==> src/rtl/cnt_limit_timer.sv <==
module cnt_limit_timer #(
  parameter int CNT_W  = 22,
  parameter int ADDR_W = 3
) (
  input  logic              clk,
  input  logic              rst_n,
  input  logic              tick,
  input  logic              wr_en,
  input  logic              rd_en,
  input  logic [ADDR_W-1:0] addr,
  input  logic [31:0]       wdata,
  output logic [31:0]       rdata,
  output logic              irq
);
  localparam int FRAC_W = 31 - CNT_W;
  localparam logic [ADDR_W-1:0] A_LIM = ADDR_W'(0);
  localparam logic [ADDR_W-1:0] A_CNT = ADDR_W'(1);
  localparam logic [ADDR_W-1:0] A_NRS = ADDR_W'(2);

  logic [CNT_W-1:0] cnt_q, lim_q, eff_lim, cnt_inc;
  logic             flag_q, hit;

  wire wr_lim = wr_en && addr == A_LIM;
  wire wr_nrs = wr_en && addr == A_NRS;
  wire rd_lim = rd_en && addr == A_LIM;

  assign eff_lim = (lim_q == '0) ? '1 : lim_q;
  assign cnt_inc = cnt_q + 1'b1;
  assign hit     = tick && !wr_lim && (cnt_inc == eff_lim);

  always_ff @(posedge clk or negedge rst_n) begin
    if (!rst_n) begin
      cnt_q  <= '0;
      lim_q  <= '0;
      flag_q <= 1'b0;
      irq    <= 1'b0;
      rdata  <= '0;
    end else begin
      if (wr_lim)    cnt_q <= '0;
      else if (tick) cnt_q <= hit ? '0 : cnt_inc;

      if (wr_lim || wr_nrs) lim_q <= wdata[30:FRAC_W];

      if (hit)         flag_q <= 1'b1;
      else if (rd_lim) flag_q <= 1'b0;

      if (hit)                   irq <= 1'b1;
      else if (rd_lim || wr_lim) irq <= 1'b0;

      if (rd_en) begin
        case (addr)
          A_LIM:   rdata <= {1'b0, lim_q, {FRAC_W{1'b0}}};
          A_CNT:   rdata <= {flag_q, cnt_q, {FRAC_W{1'b0}}};
          default: rdata <= '0;
        endcase
      end
    end
  end

  a_r2_hold_without_tick: assert property (@(posedge clk) disable iff (!rst_n)
    (!tick && !wr_lim) |=> $stable(cnt_q));
  a_r3_low_bits_zero: assert property (@(posedge clk) disable iff (!rst_n)
    rdata[FRAC_W-1:0] == '0);
  a_r4_restart_on_limit_write: assert property (@(posedge clk) disable iff (!rst_n)
    (wr_en && addr == A_LIM) |=> cnt_q == '0);
  a_r5_wrap_on_match: assert property (@(posedge clk) disable iff (!rst_n)
    $rose(irq) |-> cnt_q == '0);
  a_r9_irq_needs_flag: assert property (@(posedge clk) disable iff (!rst_n)
    irq |-> flag_q);
  a_r9_irq_drop_only_on_ack: assert property (@(posedge clk) disable iff (!rst_n)
    $fell(irq) |-> $past((rd_en || wr_en) && addr == A_LIM));
endmodule

==> config.mk <==
export PLATFORM = sky130hd
export DESIGN_NAME = cnt_limit_timer
export DESIGN_NICKNAME = d
export VERILOG_FILES = /design/src/rtl/cnt_limit_timer.sv
export SDC_FILE = /design/constraint.sdc
export NUM_CORES = 1
export LEC_CHECK = 0
export ABC_AREA = 1
export BUFFER_PORTS_ARGS = -buffer_cell sky130_fd_sc_hd__buf_4
export CAP_MARGIN = 20
export CELL_PAD_IN_SITES_DETAIL_PLACEMENT = 2
export CELL_PAD_IN_SITES_GLOBAL_PLACEMENT = 2
export CORE_MARGIN = 2
export CORE_UTILIZATION = 32
export DETAILED_ROUTE_END_ITERATION = 10
export PLACE_DENSITY_LB_ADDON = 0.1
export REMOVE_ABC_BUFFERS = 1
export SLEW_MARGIN = 20
export SYNTH_ARGS = -nofsm -noshare
export SYNTH_HDL_FRONTEND = slang
export SYNTH_SLANG_ARGS = --single-unit
==> constraint.sdc <==
create_clock -name clk -period 5.4 [get_ports clk]
set_input_delay 0.27 -clock clk [delete_from_list [all_inputs] [get_ports clk]]
set_output_delay 0.27 -clock clk [all_outputs]
set_load 0.03 [all_outputs]
==> impl_results.md, run 1 <==
* Max-slew violations at 0
* Period utilization at 57.8%
* Resize count post-CTS at 0
* Largest net degree at the start of global routing at 70
* CTS max path bufs at 2
* Final TNS setup at 0 ns
* Post-synth EDFFs at 0
* CTS buffer count at 9
* CTS Root Cell: clkbuf_16
* Crit path arrival time at 3.33 ns
* Clock Latency Late Sink at 0.34 ns
* Setup crit end kind: flip-flop
* Fraction of layout cells with a size suffix above 1 at 17.8%
* Hold Crit Class: input port to async pin
* Critical-path top delay cell: nand3_2
* Hold buffer count at CTS at 0
* Nets@finish at 670
* Biggest area consumer among synthesized cells: dfrtp_1
* Cell family with most CP delay: simple AND/OR/NAND/NOR gates
* Total die area at 14000 µm²
* Top FF cell, synth: dfrtp_1
* Yosys synthesis warning count at 0
* Overall Power at 1.51 mW
* Starting Density at 32.9%
* RSZ-0062 raised after global routing: false
* # setup viols final at 0
* Final hold vios at 0
* Power Dens Cells at 306 nW/µm²
* Max cap viols at 0
* Hold slack at 0.0699 ns
* Fillers at 1584
* Mean Syn Cell Area at 7.19 µm²
* Global-route wire length before repair at 23100 µm
* Period minus WS final at 3.12 ns
* Vias in the first global route at 4311
* Post-CTS Setup Inserts at 0
* Status: complete, no violations
* CP peak stage delay at 0.68 ns
* Die span in y at 118 µm
* Number of iterations in the first detailed-routing pass at 4
* Post-route core utilization at 38.9%
* Worst-Margin Slew at 1.10 ns
* DPL Wire Length at 10200 µm
* RD Place Congestion at 0.808
* Asr flop ratio synth at 100%
* Seq cells post-synth at 69
* Clock transition at path regs at 0.06 ns
* Register area share after synthesis at 41.2%
* Initial DRC count at 127
* Vias at 3967
* Top-area cell type share of the netlist area at 41.2%
* Synth area leaders: dfrtp_1, nand2_1, inv_1, nor2_1, o221ai_1
* Met2 usage at 36.0%
* Unique masters post-synth at 26
* Post-Syn Area at 4190 µm²
* Port bufs at 53
* Met1 Use GR at 27.7%
* Static Leak at 2.46 nW
* Initial antenna violation count at 0
* Reg2Reg Depth at 12
* GR peak layer: met2
* Met3 Use GR at 2.99%
* Antenna Cells at 0
* Relative slew slack at 26.3%
* CP max FO at 37
* Startpoint types: flip-flop
* H-tree depth at 3
* Final Skew at 0.00414 ns
* I/O pins at 73
* Final WL at 14100 µm
* Most common cell on crit path: nor2_1
* FMAX at 321 MHz
* Synth-to-Final Area Change at 18.2%
* GRT overflow at 0
* Wirelength per Cell at 17.5 µm
* Vias per cell at 4.92
* Max VDD drop at 154 µV
* Critical path buffers and inverters at 0
* Critical-path cell list: nor2_1 -> nand2_1 -> nor2_1 -> nand3_2 -> nand3_1 -> nand2_1 -> nor2_1 -> nand3_1 -> nor2_4 -> nand2_4 -> nand2_4 -> a21oi_2
* Final ANT Viol Nets at 0
* WS Path Type: flip-flop to flip-flop
* CTS tree: done
* Worst Path Required at 5.61 ns
* Placement Rows at 41
* # DRC at 0
* Die Wd at 118 µm
* WP depth at 12
* Cells after Synth at 582
* GRT Total Usage at 21.2%
* CTS sink cnt at 69
* Core Footprint at 12700 µm²
cells by family after synthesis:
family / count (synthesis) / share of synthesized area (%)
AND/OR/NAND/NOR: 340 / 35.3
other: 1 / 0.0896
adder cells (fa/ha/maj): 1 / 0.299
XOR/XNOR: 1 / 0.209
AO/OA/AOI/OAI: 70 / 12.2
buffers and inverters: 100 / 10.6
flip-flops: 69 / 41.2
cells in the mapped netlist, types with 3 or more instances:
library cell	n
nor2_1	67
nor2_4	8
dfrtp_1	69
inv_1	74
nor2_2	4
nand2_1	198
nand2_4	3
nand3_1	38
o21ai_0	4
nand4_1	7
o21ai_2	20
o221ai_1	22
a21oi_1	23
buf_4	9
nand2_2	8
clkbuf_1	13
cell usage in the layout (no fill, tap or decap), types with 4 or more instances in the layout:
master / count
inv_1: 74
nand4_1: 7
a21oi_1: 23
buf_4: 54
o21ai_2: 20
clkbuf_1: 4
clkbuf_16: 9
nand3_1: 37
nand2_1: 198
nor2_4: 8
nor2_1: 67
nand2_2: 8
nor2_2: 4
o221ai_1: 22
dfrtp_1: 69
conb_1: 9
o21ai_0: 4
sequential cells by signal, indices dropped and copies added, names as in the netlist:
signal and flops:
cnt_q 22, lim_q 22, flag_q 1, irq 1, rdata 23
report_power, final:
group	switching, mW	internal, mW
clock network	0.225	0.336
logic	0.226	0.108
registers	0.0479	0.570
total	0.498	1.01
per-layer routing:
layer | share of wire, % | vias to the layer above
li1 | - | 1927
met1 | 47 | 1961
met2 | 48 | 63
met3 | 2.8 | 16
met4 | 1.7 | 0
met5 | 0 | -
area by class of cell:
cell class	count	area [µm²]	area share, %
clock buffer	15	268	5.41
clock inverter	1	5.00	0.101
inverter	74	278	5.61
multi-input combinational	421	2050	41.4
sequential	69	1730	34.9
tap	172	215	4.35
timing repair buffer	54	405	8.19
worst reg2reg max path, delay by kind of cell (launching register included):
kind / cells / cell delay [ns]
simple gates: 11 / 2.47
compound gates: 1 / 0.10
flops: 1 / 0.41
metrics by stage:
stage / instances / instance area [µm²] / worst slack [ns]
global route: 806 / 4950 / 2.02
CTS: 806 / 4940 / 2.23
floorplan: 564 / 4050 / 3.23
finish: 806 / 4950 / 2.28
global placement: 790 / 4670 / 2.34
detailed placement: 790 / 4670 / 2.25
final timing paths:
| kind | end | from | slack, ns |
|---|---|---|---|
| max | cnt_q[0] | lim_q[21] | 2.28 |
| min reg2reg | flag_q | flag_q | 0.49 |
| min in group clk | lim_q[10] | wdata[19] | 0.17 |
| min | lim_q[3] | rst_n | 0.07 |
| max reg2reg | cnt_q[0] | lim_q[21] | 2.28 |
| max in group asynchronous | cnt_q[21] | rst_n | 4.74 |
Power figures use the tool's default switching activity.
==> run 2, diff against run 1 <==
clock period = 3.1 ns   (was 5.4 ns; I/O delays follow)
==> run 2 against run 1 <==
Against the previous run: the run now ends with hold timing left; clock skew rose by 0.0022 ns; non-clock buffer count up 5; critical path depth grew 3; wire length is 1.3% higher; worst setup slack got worse by 1.8 ns; clock power increased by 80%; count of clock-buffer cells in the layout down 1; first-iteration DRC count down 7.9%.
==> impl_results.md, run 2 (synthesis results as in run 1) <==
* Status: complete, but fails checks
* Failing checks: hold timing
* Initial DRC count at 117
* H-tree depth at 3
* Worst-Margin Slew at 1.04 ns
* Clock Latency Late Sink at 0.35 ns
* Setup crit end kind: flip-flop
* Nets@finish at 675
* WS Path Type: flip-flop to flip-flop
* Vias at 4038
* Resize count post-CTS at 0
* Static Leak at 2.49 nW
* CTS Root Cell: clkbuf_16
* Fillers at 1565
* CP max FO at 12
* CTS max path bufs at 2
* Max VDD drop at 213 µV
* I/O pins at 73
* Largest net degree at the start of global routing at 70
* Final hold vios at 43
* Worst Path Required at 3.32 ns
* RSZ-0062 raised after global routing: false
* # setup viols final at 0
* Post-CTS Setup Inserts at 0
* GRT overflow at 0
* Critical path buffers and inverters at 2
* Initial antenna violation count at 0
* Commonest cells after routing, fill and taps aside: nand2_1, inv_1, dfrtp_1, nor2_1, buf_4
* Global-route wire length before repair at 23700 µm
* Non-Filler Instances at 810
* Post-route core utilization at 39.4%
* Die span in y at 118 µm
* # DRC at 0
* RD Place Congestion at 0.820
* Max cap viols at 0
* Fraction of layout cells with a size suffix above 1 at 18.5%
* Max-slew violations at 0
* Core Footprint at 12700 µm²
* Hold buffer count at CTS at 0
* Vias per cell at 4.99
* Final TNS setup at 0 ns
* Wirelength per Cell at 17.7 µm
* Placement Rows at 41
* CTS buffer count at 9
* Hold slack at -0.0347 ns
* CTS tree: done
* Clock transition at path regs at 0.06 ns
* Multi-input gate area at 2050 µm²
* Total die area at 14000 µm²
* Starting Density at 32.9%
* Cell family with most CP delay: simple AND/OR/NAND/NOR gates
* Startpoint types: flip-flop
* CP peak stage delay at 0.44 ns
* Placed Area at 4730 µm²
* Synth-to-Final Area Change at 19.7%
* Power Dens Cells at 534 nW/µm²
* DPL Wire Length at 10400 µm
* Crit path arrival time at 2.81 ns
* Hold Crit Class: input port to async pin
* Port bufs at 53
* Relative slew slack at 30.4%
* Antenna Cells at 0
* Critical-path cell list: ha_1 -> nand3_1 -> nor2_1 -> nor2_1 -> nor2_1 -> inv_1 -> nand2_1 -> nand2_1 -> nor2_1 -> nand3_1 -> nor2_4 -> nand2_4 -> nand2_4 -> buf_12 -> o21ai_2
* Finished Cell Area at 5010 µm²
* FMAX at 386 MHz
* Die Wd at 118 µm
* Period minus WS final at 2.59 ns
* Cells after DPL at 795
* Most common cell on crit path: nor2_1
* Final WL at 14300 µm
* CTS sink cnt at 69
* Largest Register: rdata
* Period utilization at 83.5%
* Max reg flops at 23
* Vias in the first global route at 4412
* GRT Total Usage at 21.8%
* Final ANT Viol Nets at 0
* Biggest regs: rdata: 23 flops, cnt_q: 22 flops, lim_q: 22 flops
* Reg area at 1730 µm²
* Most common cell after layout, fill and taps aside: nand2_1
* Critical-path top delay cell: dfrtp_1
* Final Skew at 0.00629 ns
* Number of iterations in the first detailed-routing pass at 4
[run 2: changes by cell type in the layout (fill, tap and decap cells not counted), sizes merged]
cell / change
clkbuf: -1
buf: +5
[run 2: metal layers]
layer / vias up / GRT usage [%] / wire length, µm
li1: 1945 / - / -
met5: - / 0 / 0
met2: 66 / 37.1 / 6940
met4: 0 / 6.70 / 222
met1: 2010 / 28.4 / 6720
met3: 17 / 3.28 / 409
[run 2: metrics by stage]
| stage | power, mW | setup slack (ns) | hold WS [ns] |
|---|---|---|---|
| final | 2.68 | 0.510 | -0.0347 |
| after global routing | 2.83 | 0.236 | 0.0375 |
| after CTS | 2.72 | 0.487 | 0.00873 |
| after detailed placement | 1.70 | 0.503 | 0.376 |
| after global placement | 1.66 | 0.597 | 0.365 |
| after floorplan | 1.45 | 0.927 | -0.141 |
[run 2: worst paths after layout]
path | slack [ns] | start | depth (start not counted) | endpoint
max | 0.51 | cnt_q[1] | 15 | cnt_q[4]
min | -0.03 | rst_n | 1 | rdata[12]
max reg2reg | 0.51 | cnt_q[1] | 15 | cnt_q[4]
min reg2reg | 0.50 | rdata[25] | 2 | rdata[25]
max in group asynchronous | 2.50 | rst_n | 1 | rdata[26]
min in group clk | 0.06 | wdata[27] | 3 | lim_q[18]
[run 2: power breakdown]
| group | total (mW) | internal, mW | switching [mW] |
|---|---|---|---|
| combinational | 0.596 | 0.196 | 0.400 |
| sequential | 1.08 | 0.992 | 0.0841 |
| clock | 1.01 | 0.603 | 0.403 |
| total | 2.68 | 1.79 | 0.887 |
[run 2: final cells by class]
class	instances	share of cell area, %
repair buffers	59	9.34
clock inverters	1	0.0999
inverters	74	5.54
well taps	172	4.29
flip-flops and latches	69	34.4
multi-input cells	421	40.8
clock buffers	14	5.47
